### src/rtl/eprom_sp_pkg.sv
package eprom_sp_pkg;

  typedef enum logic [1:0] {
    CMD_LATCH = 2'd0,
    CMD_PGM   = 2'd1,
    CMD_DUMP  = 2'd2,
    CMD_NOP   = 2'd3
  } sp_cmd_e;

  typedef enum logic [3:0] {
    PH_BOOT, PH_IDLE, PH_ALAT, PH_ATAIL, PH_RD, PH_RDGAP,
    PH_PGM, PH_PTAIL, PH_DUMP, PH_INCR, PH_ITAIL
  } sp_phase_e;

  function automatic int unsigned umax(input int unsigned a, input int unsigned b);
    return (a > b) ? a : b;
  endfunction

  function automatic int unsigned usub1(input int unsigned a, input int unsigned b);
    return (a > b) ? a - b : 1;
  endfunction

endpackage

### src/rtl/sp_phase_timer.sv
module sp_phase_timer #(
  parameter int unsigned CW       = 12,
  parameter int unsigned BOOT_LEN = 1100
) (
  input  logic          clk_i,
  input  logic          rst_ni,
  input  logic          load_i,
  input  logic [CW-1:0] len_i,
  output logic          done_o
);
  logic [CW-1:0] cnt_q;

  // phase of length L occupies exactly L cycles: load L-1, end at 0
  always_ff @(posedge clk_i or negedge rst_ni) begin
    if (!rst_ni)              cnt_q <= CW'(BOOT_LEN - 1);
    else if (load_i)          cnt_q <= len_i - 1'b1;
    else if (cnt_q != '0)     cnt_q <= cnt_q - 1'b1;
  end

  assign done_o = (cnt_q == '0);
endmodule

### src/rtl/sp_seq_fsm.sv
module sp_seq_fsm
  import eprom_sp_pkg::*;
#(
  parameter int unsigned CW      = 12,
  parameter int unsigned L_ALAT  = 50,
  parameter int unsigned L_ATAIL = 220,
  parameter int unsigned L_GAP   = 220,
  parameter int unsigned L_DUMP  = 50,
  parameter int unsigned L_PGM   = 1900,
  parameter int unsigned L_INCR  = 240,
  parameter int unsigned L_ITAIL = 170
) (
  input  logic          clk_i,
  input  logic          rst_ni,
  input  logic          start_i,
  input  logic [1:0]    cmd_i,
  input  logic          tmr_done_i,
  input  logic          word_bad_i,
  output logic          load_o,
  output logic [CW-1:0] len_o,
  output logic          go_lat_o,
  output logic          go_pgm_o,
  output logic          go_dmp_o,
  output logic          rd_end_o,
  output logic          chk_o,
  output logic          pfin_o,
  output logic          dcap_o,
  output logic          busy_o,
  output logic          alat_no,
  output logic          pstb_no,
  output logic          incr_no
);
  sp_phase_e ph_q, ph_d;
  sp_cmd_e   cmd;
  logic      accept;

  assign cmd    = sp_cmd_e'(cmd_i);
  assign accept = (ph_q == PH_IDLE) && start_i;

  always_ff @(posedge clk_i or negedge rst_ni) begin
    if (!rst_ni) ph_q <= PH_BOOT;
    else         ph_q <= ph_d;
  end

  always_comb begin
    ph_d   = ph_q;
    load_o = 1'b0;
    len_o  = '0;
    case (ph_q)
      PH_BOOT:  if (tmr_done_i) ph_d = PH_IDLE;
      PH_IDLE: if (start_i) begin
        case (cmd)
          CMD_LATCH: begin ph_d = PH_ALAT; load_o = 1'b1; len_o = CW'(L_ALAT); end
          CMD_PGM:   begin ph_d = PH_RD;   load_o = 1'b1; len_o = CW'(L_DUMP); end
          CMD_DUMP:  begin ph_d = PH_DUMP; load_o = 1'b1; len_o = CW'(L_DUMP); end
          default:   ph_d = PH_IDLE;
        endcase
      end
      PH_ALAT:  if (tmr_done_i) begin ph_d = PH_ATAIL; load_o = 1'b1; len_o = CW'(L_ATAIL); end
      PH_ATAIL: if (tmr_done_i) ph_d = PH_IDLE;
      PH_RD:    if (tmr_done_i) begin ph_d = PH_RDGAP; load_o = 1'b1; len_o = CW'(L_GAP); end
      PH_RDGAP: if (tmr_done_i) begin
        if (word_bad_i) ph_d = PH_IDLE;
        else begin ph_d = PH_PGM; load_o = 1'b1; len_o = CW'(L_PGM); end
      end
      PH_PGM:   if (tmr_done_i) begin ph_d = PH_PTAIL; load_o = 1'b1; len_o = CW'(L_GAP); end
      PH_PTAIL: if (tmr_done_i) ph_d = PH_IDLE;
      PH_DUMP:  if (tmr_done_i) begin ph_d = PH_INCR; load_o = 1'b1; len_o = CW'(L_INCR); end
      PH_INCR:  if (tmr_done_i) begin ph_d = PH_ITAIL; load_o = 1'b1; len_o = CW'(L_ITAIL); end
      PH_ITAIL: if (tmr_done_i) ph_d = PH_IDLE;
      default:  ph_d = PH_IDLE;
    endcase
  end

  assign go_lat_o = accept && (cmd == CMD_LATCH);
  assign go_pgm_o = accept && (cmd == CMD_PGM);
  assign go_dmp_o = accept && (cmd == CMD_DUMP);
  assign rd_end_o = (ph_q == PH_RD)    && tmr_done_i;
  assign chk_o    = (ph_q == PH_RDGAP) && tmr_done_i;
  assign pfin_o   = (ph_q == PH_PTAIL) && tmr_done_i;
  assign dcap_o   = (ph_q == PH_DUMP)  && tmr_done_i;

  assign busy_o  = (ph_q != PH_IDLE);
  assign alat_no = (ph_q != PH_ALAT);
  assign pstb_no = !((ph_q == PH_RD) || (ph_q == PH_PGM) || (ph_q == PH_DUMP));
  assign incr_no = (ph_q != PH_INCR);
endmodule

### src/rtl/sp_word_path.sv
module sp_word_path #(
  parameter int unsigned DW = 16
) (
  input  logic          clk_i,
  input  logic          rst_ni,
  input  logic          go_lat_i,
  input  logic          go_pgm_i,
  input  logic          go_dmp_i,
  input  logic          rd_end_i,
  input  logic          chk_i,
  input  logic          pfin_i,
  input  logic          dcap_i,
  input  logic [DW-1:0] addr_i,
  input  logic [DW-1:0] data_i,
  input  logic [DW-1:0] rbus_i,
  input  logic          vok_i,
  output logic [DW-1:0] wbus_o,
  output logic          wbus_oe_o,
  output logic [DW-1:0] dump_o,
  output logic          vfail_o,
  output logic          bad_o,
  output logic          word_bad_o
);
  logic [DW-1:0] want_q, cur_q;

  // a 1 requested over a programmed 0 cannot be written
  assign word_bad_o = |(want_q & ~cur_q);

  always_ff @(posedge clk_i or negedge rst_ni) begin
    if (!rst_ni) begin
      wbus_o    <= '0;
      wbus_oe_o <= 1'b0;
      want_q    <= '0;
      cur_q     <= '0;
      dump_o    <= '0;
      vfail_o   <= 1'b0;
      bad_o     <= 1'b0;
    end else begin
      if (go_lat_i) begin
        wbus_o    <= addr_i;
        wbus_oe_o <= 1'b1;
      end
      if (go_pgm_i) begin
        want_q    <= data_i;
        wbus_oe_o <= 1'b0;
        vfail_o   <= 1'b0;
        bad_o     <= 1'b0;
      end
      if (go_dmp_i) wbus_oe_o <= 1'b0;
      if (rd_end_i) cur_q <= rbus_i;
      if (chk_i) begin
        if (word_bad_o) bad_o <= 1'b1;
        else begin
          wbus_o    <= want_q;
          wbus_oe_o <= 1'b1;
        end
      end
      if (pfin_i) vfail_o <= !vok_i;
      if (dcap_i) dump_o  <= rbus_i;
    end
  end
endmodule

### src/rtl/eprom_slave_prog.sv
module eprom_slave_prog
  import eprom_sp_pkg::*;
#(
  parameter int unsigned DW          = 16,
  parameter int unsigned T_BOOT      = 1100,
  parameter int unsigned T_ALAT      = 50,
  parameter int unsigned T_AHOLD     = 100,
  parameter int unsigned T_GAP       = 220,
  parameter int unsigned T_DUMP      = 50,
  parameter int unsigned T_PGM_BASE  = 300,
  parameter int unsigned T_PGM_EXTRA = 1600,
  parameter int unsigned T_DHOLD     = 400,
  parameter int unsigned T_INCR      = 240,
  parameter int unsigned T_INCR_GAP  = 170
) (
  input  logic          clk_i,
  input  logic          rst_ni,
  input  logic          start_i,
  input  logic [1:0]    cmd_i,
  input  logic [DW-1:0] addr_i,
  input  logic [DW-1:0] data_i,
  output logic          busy_o,
  output logic          vfail_o,
  output logic          bad_word_o,
  output logic [DW-1:0] dump_o,
  output logic          alat_no,
  output logic          pstb_no,
  output logic          incr_no,
  output logic [DW-1:0] wbus_o,
  output logic          wbus_oe_o,
  input  logic [DW-1:0] rbus_i,
  input  logic          vok_i
);
  localparam int unsigned L_ATAIL = umax(T_GAP, usub1(T_AHOLD, T_ALAT));
  localparam int unsigned L_PGM   = umax(T_PGM_BASE + T_PGM_EXTRA, T_DHOLD);
  localparam int unsigned L_ITAIL = umax(T_INCR_GAP, usub1(T_GAP, T_INCR));
  localparam int unsigned L_MAX   = umax(umax(umax(T_BOOT, L_PGM), umax(L_ATAIL, T_GAP)),
                                         umax(umax(T_ALAT, T_DUMP), umax(T_INCR, L_ITAIL)));
  localparam int unsigned CW      = $clog2(L_MAX + 1);

  logic          load, done, word_bad;
  logic [CW-1:0] len;
  logic          go_lat, go_pgm, go_dmp, rd_end, chk, pfin, dcap;

  sp_phase_timer #(.CW(CW), .BOOT_LEN(T_BOOT)) i_timer (
    .clk_i, .rst_ni, .load_i(load), .len_i(len), .done_o(done)
  );

  sp_seq_fsm #(
    .CW(CW), .L_ALAT(T_ALAT), .L_ATAIL(L_ATAIL), .L_GAP(T_GAP), .L_DUMP(T_DUMP),
    .L_PGM(L_PGM), .L_INCR(T_INCR), .L_ITAIL(L_ITAIL)
  ) i_fsm (
    .clk_i, .rst_ni, .start_i, .cmd_i,
    .tmr_done_i(done), .word_bad_i(word_bad),
    .load_o(load), .len_o(len),
    .go_lat_o(go_lat), .go_pgm_o(go_pgm), .go_dmp_o(go_dmp),
    .rd_end_o(rd_end), .chk_o(chk), .pfin_o(pfin), .dcap_o(dcap),
    .busy_o, .alat_no, .pstb_no, .incr_no
  );

  sp_word_path #(.DW(DW)) i_path (
    .clk_i, .rst_ni,
    .go_lat_i(go_lat), .go_pgm_i(go_pgm), .go_dmp_i(go_dmp),
    .rd_end_i(rd_end), .chk_i(chk), .pfin_i(pfin), .dcap_i(dcap),
    .addr_i, .data_i, .rbus_i, .vok_i,
    .wbus_o, .wbus_oe_o, .dump_o, .vfail_o,
    .bad_o(bad_word_o), .word_bad_o(word_bad)
  );
endmodule

### config.mk
export PLATFORM = sky130hd
export DESIGN_NAME = eprom_slave_prog
export DESIGN_NICKNAME = d
export VERILOG_FILES = /design/src/rtl/eprom_sp_pkg.sv /design/src/rtl/sp_phase_timer.sv /design/src/rtl/sp_seq_fsm.sv /design/src/rtl/sp_word_path.sv /design/src/rtl/eprom_slave_prog.sv
export SDC_FILE = /design/constraint.sdc
export NUM_CORES = 1
export LEC_CHECK = 0
export ABC_AREA = 1
export BUFFER_PORTS_ARGS = -buffer_cell sky130_fd_sc_hd__buf_2
export CAP_MARGIN = 15
export CELL_PAD_IN_SITES_DETAIL_PLACEMENT = 1
export CELL_PAD_IN_SITES_GLOBAL_PLACEMENT = 2
export CORE_UTILIZATION = 32
export CTS_BUF_LIST = sky130_fd_sc_hd__clkbuf_8
export DETAILED_ROUTE_END_ITERATION = 7
export PLACE_DENSITY = 0.92
export RECOVER_POWER = 50
export SLEW_MARGIN = 20
export SYNTH_ARGS = -nofsm -noshare
export SYNTH_HDL_FRONTEND = slang
export SYNTH_HIERARCHICAL = 1
export SYNTH_SLANG_ARGS = --single-unit
### constraint.sdc
create_clock -name clk_i -period 3 [get_ports clk_i]
set_input_delay 0.45 -clock clk_i [delete_from_list [all_inputs] [get_ports clk_i]]
set_output_delay 0.45 -clock clk_i [all_outputs]
set_load 0.03 [all_outputs]
-- Word-level counts from Yosys, hierarchy flattened
Cells that the tools add are included.
- memory bits (writable): 0
- word-level logic and storage cells: 100
- ROM bits: 0
- bits in registers: 82
- bits in latches: 0
- output and inout port bits: 39
- memories: 0
- bits of input ports: 54
- $mul: 0
- reduce and logical (&&, ||, !) cells: 24
- multiplexer cells: 40
- bitwise gates (word level): 2
- $add $sub $neg: 2
- order comparisons: 0
- equality and inequality tests: 23
- shift operators: 0
- div/mod/pow operators: 0
- operator list (kind ; number):
    $mux 11 ; 5
    $pmux 11 s5 ; 1
    $mux 16 ; 3
    $mux 4 ; 8
    $pmux 4 s8 ; 1
    $mux 8 ; 3
    $sub 11x1->11 const B ; 2
    $and 16x16->16 ; 1
    $eq 4x3->1 const B ; 4
    $not 16->16 ; 1
    $reduce_or 16->1 ; 1
    $mux 1 ; 15
    $ne 2x1->1 const B ; 7
    $eq 4x4->1 const B ; 3
    $pmux 4 s3 ; 1
    $logic_not 11->1 ; 1
    $reduce_bool 11->1 ; 1
    $eq 4x2->1 const B ; 2
    $logic_and 1x1->1 ; 8
    $reduce_and 8->1 ; 1
    $mux 6 ; 1
    $reduce_or 3->1 ; 2
    $reduce_or 5->1 ; 1
    $eq 4x1->1 const B ; 1
    other kinds (14) ; 17

-- Logic depth before layout (Yosys ltp)
Gate-level depths: netlist of run 1.
- word-level depth: 8
- gate-level depth with buffers: 23

-- Modules after synthesis
Netlist of run 1, hierarchy kept.
- modules (own cells, without submodules) (module ; cells each ; seq. area each (sq um) ; area each (sq um) ; times used):
    sp_word_path ; 330 ; 1676.6 ; 2897.8 ; 1
    sp_phase_timer ; 130 ; 281.5 ; 815.8 ; 1
    sp_seq_fsm ; 109 ; 100.1 ; 584.3 ; 1

-- Least setup slack after synthesis of run 1
No wires, ideal clock.
- kind: register -> register
- start point: reg i_path.want_q[4]
- end point: reg i_timer.cnt_q[4]
- slack: 0.492 ns
- data required time: 2.871 ns
- arrival time: 2.379 ns
- clock period less this slack: 2.508 ns
- cell stages (with the launch flop): 20
- cell sequence: dfrtp_1 -> nand2_1 -> nand2_1 -> nor2_2 -> nand2_2 -> nor2_8 -> inv_1 -> inv_1 -> nand3_4 -> nor2_4 -> nor2_1 -> nand2_1 -> buf_6 -> nand2_1 -> nand2_1 -> ha_1 -> nand2_1 -> nor2_2 -> xor2_1 -> nor2_1
- elaborated cells on any way between the ends: 11
- those cells by class: add/sub: 1; mux: 7; bitwise: 1; reduce/logical: 2
- RTL lines (what ; line ; source):
    start, declared ; sp_word_path.sv:24 ; logic [DW-1:0] want_q, cur_q;
    start signal, assigned ; sp_word_path.sv:44 ; want_q <= data_i;
    $and 16x16->16 * ; sp_word_path.sv:27 ; assign word_bad_o = |(want_q & ~cur_q);
    $reduce_or 16->1 * ; sp_word_path.sv:27 ;
    net word_bad ; eprom_slave_prog.sv:41 ; logic load, done, word_bad;
    $mux 1 * ; sp_seq_fsm.sv:63 ; if (word_bad_i) ph_d = PH_IDLE;
    $mux 1 * ; sp_seq_fsm.sv:62 ; PH_RDGAP: if (tmr_done_i) begin
    $pmux 1 s3 * ; sp_seq_fsm.sv:49 ; case (ph_q)
    net load ; eprom_slave_prog.sv:41 ;
    $mux 11 or $reduce_bool 2->1 (tied branches) ; n/a ;
    end signal, assigned ; sp_phase_timer.sv:15 ; if (!rst_ni) cnt_q <= CW'(BOOT_LEN - 1);
    end signal, assigned ; sp_phase_timer.sv:16 ; else if (load_i) cnt_q <= len_i - 1'b1;
    end signal, assigned ; sp_phase_timer.sv:17 ; else if (cnt_q != '0) cnt_q <= cnt_q - 1'b1;
    end, declared ; sp_phase_timer.sv:11 ; logic [CW-1:0] cnt_q;
The timed path passes the listed nets; every way through them passes the cells marked *.
A chain may end at the register's enable or synchronous reset.

-- Final worst setup path of run 1
- start point: reg i_timer.cnt_q[1]
- end point: reg i_timer.cnt_q[4]
- elaborated cells on any way between the ends: 15
- those cells by class: add/sub: 2; mux: 10; reduce/logical: 3
- RTL lines (what ; line ; source):
    $logic_not 11->1 * ; sp_phase_timer.sv:20 ; assign done_o = (cnt_q == '0);
    net done ; eprom_slave_prog.sv:41 ;
    $mux 1 (on tied branches) ; n/a ;
    $pmux 1 s3 * ; sp_seq_fsm.sv:49 ;
    net load ; eprom_slave_prog.sv:41 ;
    $mux 11 or $reduce_bool 2->1 (tied branches) ; n/a ;
The timed path passes the listed nets; every way through them passes the cells marked *. The select of a mux whose other input is x is not followed.

==> impl_metrics.ini, run 1 <==
[routing]
first_pass_iters = 4
postRouteAntennaNets = 0
drc = 0
drt_iter0_drc = 126
vias_per_cell = 4.57
wl_per_cell_microns = 13.9
num_vias = 3822
wirelength_microns = 11700

[place]
port-buffer-count = 92
gp_congestion = 0.848
dp_hpwl_microns = 9040

[power_and_ir_drop]
p_sw_share_pct = 44.1
seqPwrFrac_pct = 37.2
p_int_w = 0.00256
p_leak_nw = 2.85
clkPwrFrac_pct = 19.7
p_comb_share_pct = 43.2
switchingPower_w = 0.00202
peakVddDrop_uv = 266
power_density_nw_per_um2 = 892

[synthesis]
synth-seq-cells = 82
yosys.area_share.simple_pct = 33.7
syn_area_sq_um = 4300
synth.distinct_cells = 36
synth_nets = 624
synthXorXnorAreaFrac_pct = 0.408
syn_inst = 569
synth_fa_ha_area_share_pct = 0.291
synth_compound_area_share_pct = 4.31
synth.avg_cell_area_sq_um = 7.55
yosysWarnings = 6
synth_seq_area_share_pct = 47.9
synth_top_family_by_area = simple AND/OR/NAND/NOR gates
synth_mux_area_share_pct = 4.45

[global_routing]
grt_pass1_wl_microns = 19800
antenna_found_initial = 0
gr-usage-all-layers_pct = 17.8
gr-total-overflow = 0
grt_pass1_vias = 4025
grt_max_degree = 46

[worst_setup_path]
cp.arrival_ps = 2930
start_kind = register
required_ps = 3240
cp_cell_sequence = inv_1, nand4_1, nor2_1, nand2_1, inv_1, inv_1, nor2_4, nor2_1, nand2_4, inv_2, nand2_1, nand2_1, ha_1, nand2_1, nor2_2, xor2_1, nor2_1
worstSetupEndpointType = register
critPathSlowestCell = dfstp_2
worst-path-max-fanout = 14
r2r_slack_ps = 310
cpMostUsedCell = nand2_1
path_class = reg2reg
cpPeakStageDelay_ps = 520

[die]
start_util_pct = 33.4
die_h_microns = 118
die_w_microns = 118
coreArea_sq_um = 12900
io_pins = 93
fp-row-count = 41
die_area_sq_um = 13900

[clocking]
numCtsBuffers = 9
clk_pin_slew_worst_paths_ps = 80
cts_tree = yes
cts.path.max_buffers = 2
insertion_delay_ps = 370
cts_root_buffer = clkbuf_8
clock_sinks = 82
holdBufCountCts = 0
h-tree-depth = 3
ctsResizeCount = 0
post-cts-setup-buffers = 0

[hold_path]
min_path_type = in2reg

[sta]
finalSetupTns_ps = 0
fin_skew_ps = 12.6
fmax_mhz = 372
setup_viol = 0
slew_violations = 45
worst_pin_slew_ps = 2560
period_needed_ps = 2690
period_share_pct = 89.6
relSlewSlack_pct = -70.8
rsz0062_at_grt = no
finalHoldViolCount = 0

[run_status]
status = finished, violations left
violations = capacitance limit, slew limit

[final_layout]
fillers = 1661
final_cell_mix = 256 x nand2_1, 77 x dfrtp_1, 72 x buf_2, 68 x inv_1, 33 x nand3_1
fin_nets = 716
multi_input_area_sq_um = 1880
mostFrequentLayoutCell = nand2_1
num_antenna_cells = 0
final_util_pct = 39.9
syn_to_final_growth_pct = 19.7
seq_area_sq_um = 2060
drive_gt1_share_pct = 22.4

[flow_run]
maxCapViolCount = 1
[flip-flops by register name, summed over array words and instances, names as in the netlist]
name,flops
i_path/dump_o,16
i_path/bad_o,1
i_timer/cnt_q,11
i_path/wbus_o,16
i_path/want_q,16
i_path/wbus_oe_o,1
i_path/cur_q,16
i_path/vfail_o,1
i_fsm/ph_q,4
[metal layers]
layer  vias up  share of wire [%]  global-route usage, %
li1       1922                  -                      -
met1      1827                 48                   23.4
met2        61                 48                   28.8
met3        12                2.8                   3.00
met4         0                1.7                   7.93
met5         -                  0                      0
[power groups by stage]
| stage | registers (W) | logic (W) | clock network (W) |
|---|---|---|---|
| 5_1_grt | 0.00175 | 0.00223 | 0.000978 |
| 6_report | 0.00171 | 0.00198 | 0.000902 |
| 2_1_floorplan | 0.00193 | 0.00120 | 0 |
| 3_5_place_dp | 0.00173 | 0.00200 | 0 |
| 4_1_cts | 0.00171 | 0.00201 | 0.000935 |
| 3_3_place_gp | 0.00171 | 0.00194 | 0 |
[final cells by class]
cell class | count | area share [%]
clock buffers | 10 | 2.68
clock inverters | 5 | 1.56
inverters | 71 | 5.18
multi-input cells | 397 | 36.5
flip-flops and latches | 82 | 40.0
well taps | 172 | 4.18
repair buffers | 100 | 9.88
[path summary, 6_finish.rpt]
path	startpoint	end	cells past startpoint
worst min-delay path	vok_i	i_path/vfail_o	2
min in group asynchronous	rst_ni	i_path/dump_o[5]	1
worst max register to register	i_timer/cnt_q[1]	i_timer/cnt_q[4]	17
worst min register to register	i_path/bad_o	i_path/bad_o	2
worst max-delay path	i_timer/cnt_q[1]	i_timer/cnt_q[4]	17
max in group asynchronous	rst_ni	i_path/wbus_o[0]	1
[stage by stage]
step	setup WS [ps]	hold WS, ps	cells	instance area (sq um)	power, W
after CTS	114	102	837	5160	0.00466
after detailed placement	141	485	822	4950	0.00373
after global placement	276	484	822	4950	0.00365
final	313	260	837	5140	0.00459
after global routing	12.4	270	837	5140	0.00496
after floorplan	492	154	569	4300	0.00313
[critical path: cells and delay by family (launching register included)]
family | cells | cell delay [ps]
xor gates and xnor gates | 1 | 160
DFF | 1 | 520
and+or+nand+nor | 11 | 1120
adders and majority gates | 1 | 200
buffers and inverters | 4 | 560
[cells in the mapped netlist]
library cell | instances | share of area [%]
a21oi_1 | 6 | 0.70
a21oi_2 | 1 | 0.20
buf_2 | 6 | 0.70
buf_4 | 3 | 0.52
buf_6 | 3 | 0.79
clkbuf_1 | 7 | 0.61
clkinv_1 | 1 | 0.087
conb_1 | 1 | 0.087
dfrtp_1 | 77 | 45
dfstp_2 | 5 | 3.1
ha_1 | 1 | 0.29
inv_1 | 67 | 5.9
inv_2 | 3 | 0.26
mux2_2 | 17 | 4.5
nand2_1 | 257 | 22
nand2_2 | 7 | 1.0
nand2_4 | 1 | 0.26
nand3_1 | 33 | 3.8
nand3_2 | 1 | 0.23
nand3_4 | 1 | 0.41
nand3b_1 | 1 | 0.17
nand4_1 | 2 | 0.29
nor2_1 | 23 | 2.0
nor2_2 | 7 | 1.0
nor2_4 | 3 | 0.79
nor2_8 | 1 | 0.47
nor3_1 | 3 | 0.35
nor4_1 | 1 | 0.15
o211ai_1 | 1 | 0.17
o21ai_0 | 19 | 2.2
o21ai_1 | 2 | 0.23
o21ai_2 | 3 | 0.61
o21bai_1 | 1 | 0.17
or2_2 | 2 | 0.29
xnor2_1 | 1 | 0.20
xor2_1 | 1 | 0.20
[kinds of logic (layout without fill, tap and decap cells)]
family,Yosys count,count (layout)
fa+ha+maj,1,1
compound gates,33,33
flops,82,82
mux,17,17
other cells,1,1
simple gates,343,343
buf+inv,90,186
xor+xnor,2,2
Note: power is estimated with default switching activity, not from simulation.
==> inputs of run 2 (changes only) <==
BUFFER_PORTS_ARGS = -buffer_cell sky130_fd_sc_hd__clkbuf_2   (was -buffer_cell sky130_fd_sc_hd__buf_2)
==> run 2 against run 1 <==
Effect of this change:
- critical endpoint unchanged
- the flow still finishes with violations (capacitance limit, slew limit)
- hold slack lost 5.2 ps
- clock skew hardly changed
- largest power group unchanged
- sequential power about the same
- critical path depth is the same
- flip-flop and latch count is the same
==> impl_metrics.ini, run 2 (same netlist as run 1, synthesis figures left out) <==
[die]
start_util_pct = 33.4
die_h_microns = 118
fp-row-count = 41
coreArea_sq_um = 12900
die_area_sq_um = 13900
io_pins = 93
die_w_microns = 118

[routing]
postRouteAntennaNets = 0
num_vias = 3824
vias_per_cell = 4.57
drt-met1-wl_microns = 5510
drt_iter0_drc = 115
wl_per_cell_microns = 14.1
routed.top_layer = met4
first_pass_iters = 4
drc = 0
wl_met3_microns = 388
wl_met2_microns = 5680
wirelength_microns = 11800

[hold_path]
min_path_cells = 2
worstHoldStart = vok_i
hold_path_end = i_path/vfail_o
min_path_type = in2reg

[sta]
finalHoldViolCount = 0
worst_pin_slew_ps = 2090
relSlewSlack_pct = -39.4
fin_skew_ps = 12.1
period_share_pct = 90.4
fin_hold_ws_ps = 254
fmax_mhz = 369
period_needed_ps = 2710
slew_violations = 83
setup_viol = 0

[global_routing]
antenna_found_initial = 0
gr-total-overflow = 0
grt_max_degree = 83
grt_pass1_vias = 4069
grt_pass1_wl_microns = 19900
gr-usage-all-layers_pct = 18.2

[clocking]
post-cts-setup-buffers = 0
insertion_delay_ps = 370
numCtsBuffers = 9
clk_pin_slew_worst_paths_ps = 80
clock_sinks = 82
cts_root_buffer = clkbuf_8
h-tree-depth = 3
cts_tree = yes
cts.path.max_buffers = 2

[final_layout]
fin_nets = 714
final_util_pct = 39.5
drive_gt1_share_pct = 22.4
num_antenna_cells = 0
mostFrequentLayoutCell = nand2_1
final_cells = 836
syn_to_final_growth_pct = 18.3
final_cell_mix = 256 x nand2_1, 77 x dfrtp_1, 74 x clkbuf_2, 70 x inv_1, 33 x nand3_1

[place]
gp_congestion = 0.849
dp_hpwl_microns = 9000
dp_cells = 820
port-buffer-count = 92

[worst_setup_path]
cp_cell_sequence = inv_1, nand2_1, nor3_1, nand2_1, inv_1, inv_1, nor2_4, nor2_1, nand2_2, inv_2, nand2_1, nand2_1, ha_2, nand2_1, nor2_2, xor2_1, nor2_1
worst-path-max-fanout = 11
critPathSlowestCell = dfstp_2
worstSetupEndpointType = register
r2r_end = i_timer/cnt_q[4]
cpPeakStageDelay_ps = 530
required_ps = 3240
r2r_slack_ps = 290
cpMostUsedCell = nand2_1
start_kind = register
cp.buffers_inverters = 4
cp.arrival_ps = 2950
path_delay_family = simple AND/OR/NAND/NOR gates
r2r_start = i_timer/cnt_q[6]
r2r.worst_path.cells = 17
path_class = reg2reg

[power_and_ir_drop]
p_leak_nw = 2.85
design_power_total_w = 0.00448
peakVddDrop_uv = 256
power_density_nw_per_um2 = 880

[run_status]
violations = capacitance limit, slew limit
status = finished, violations left

[flow_run]
maxCapViolCount = 1
run 2: cell types whose count changed in the layout (fill, tap and decap cells not counted), moves of 2 or more:
| cell | change |
|---|---|
| clkbuf_1 | -2 |
| inv_1 | +2 |
| buf_2 | -72 |
| clkbuf_2 | +74 |
run 2: stage by stage:
| step | cell area [sq um] | worst slack (ps) | setup TNS, ps |
|---|---|---|---|
| after CTS | 5110 | 112 | 0 |
| final | 5090 | 288 | 0 |
| after global routing | 5090 | -9.28 | -15.1 |
| after detailed placement | 4920 | 131 | 0 |
| after global placement | 4920 | 296 | 0 |
| after floorplan | 4300 | 492 | 0 |
run 2: worst max-delay path by stage:
stage	startpoint	cells past startpoint	slack [ps]	endpoint
2_1_floorplan	i_path/want_q[4]	19	490	i_timer/cnt_q[4]
3_3_place_gp	i_path/want_q[4]	18	300	i_timer/cnt_q[4]
3_5_place_dp	i_timer/cnt_q[6]	17	130	i_timer/cnt_q[4]
4_1_cts	i_path/want_q[5]	18	110	i_timer/cnt_q[4]
5_1_grt	i_timer/cnt_q[0]	16	-9	i_timer/cnt_q[8]
6_report	i_timer/cnt_q[6]	17	290	i_timer/cnt_q[4]
run 2: routing by layer:
| layer | track usage [%] | vias to the layer above |
|---|---|---|
| li1 | - | 1914 |
| met1 | 23.6 | 1828 |
| met2 | 30.1 | 69 |
| met3 | 2.47 | 13 |
| met4 | 8.01 | 0 |
| met5 | 0 | - |
run 2: timing repair:
action                     in CTS  in global routing
hold buffers                    0                  0
setup endpoints to repair       0                  6
gates resized for setup         0                  2
run 2: final cells by class:
class / instances / area, sq um
fill: 1664 / 7790
sequential: 82 / 2060
multi-input combinational: 397 / 1880
timing repair buffer: 98 / 483
inverter: 71 / 267
tap: 172 / 215
clock buffer: 9 / 124
clock inverter: 7 / 63.8
run 2: worst register-to-register path: stages, from the launching register on:
cell and delay, ps:
dfstp_2 530, inv_1 50, nand2_1 60, nor3_1 50
nand2_1 100, inv_1 100, inv_1 220, nor2_4 90
nor2_1 180, nand2_2 170, inv_2 190, nand2_1 70
nand2_1 100, ha_2 250, nand2_1 80, nor2_2 150
xor2_1 160, nor2_1 50
run 2: where the power goes:
group / switching [W] / internal (W)
registers: 0.000242 / 0.00147
logic: 0.00137 / 0.000593
clock network: 0.000418 / 0.000378
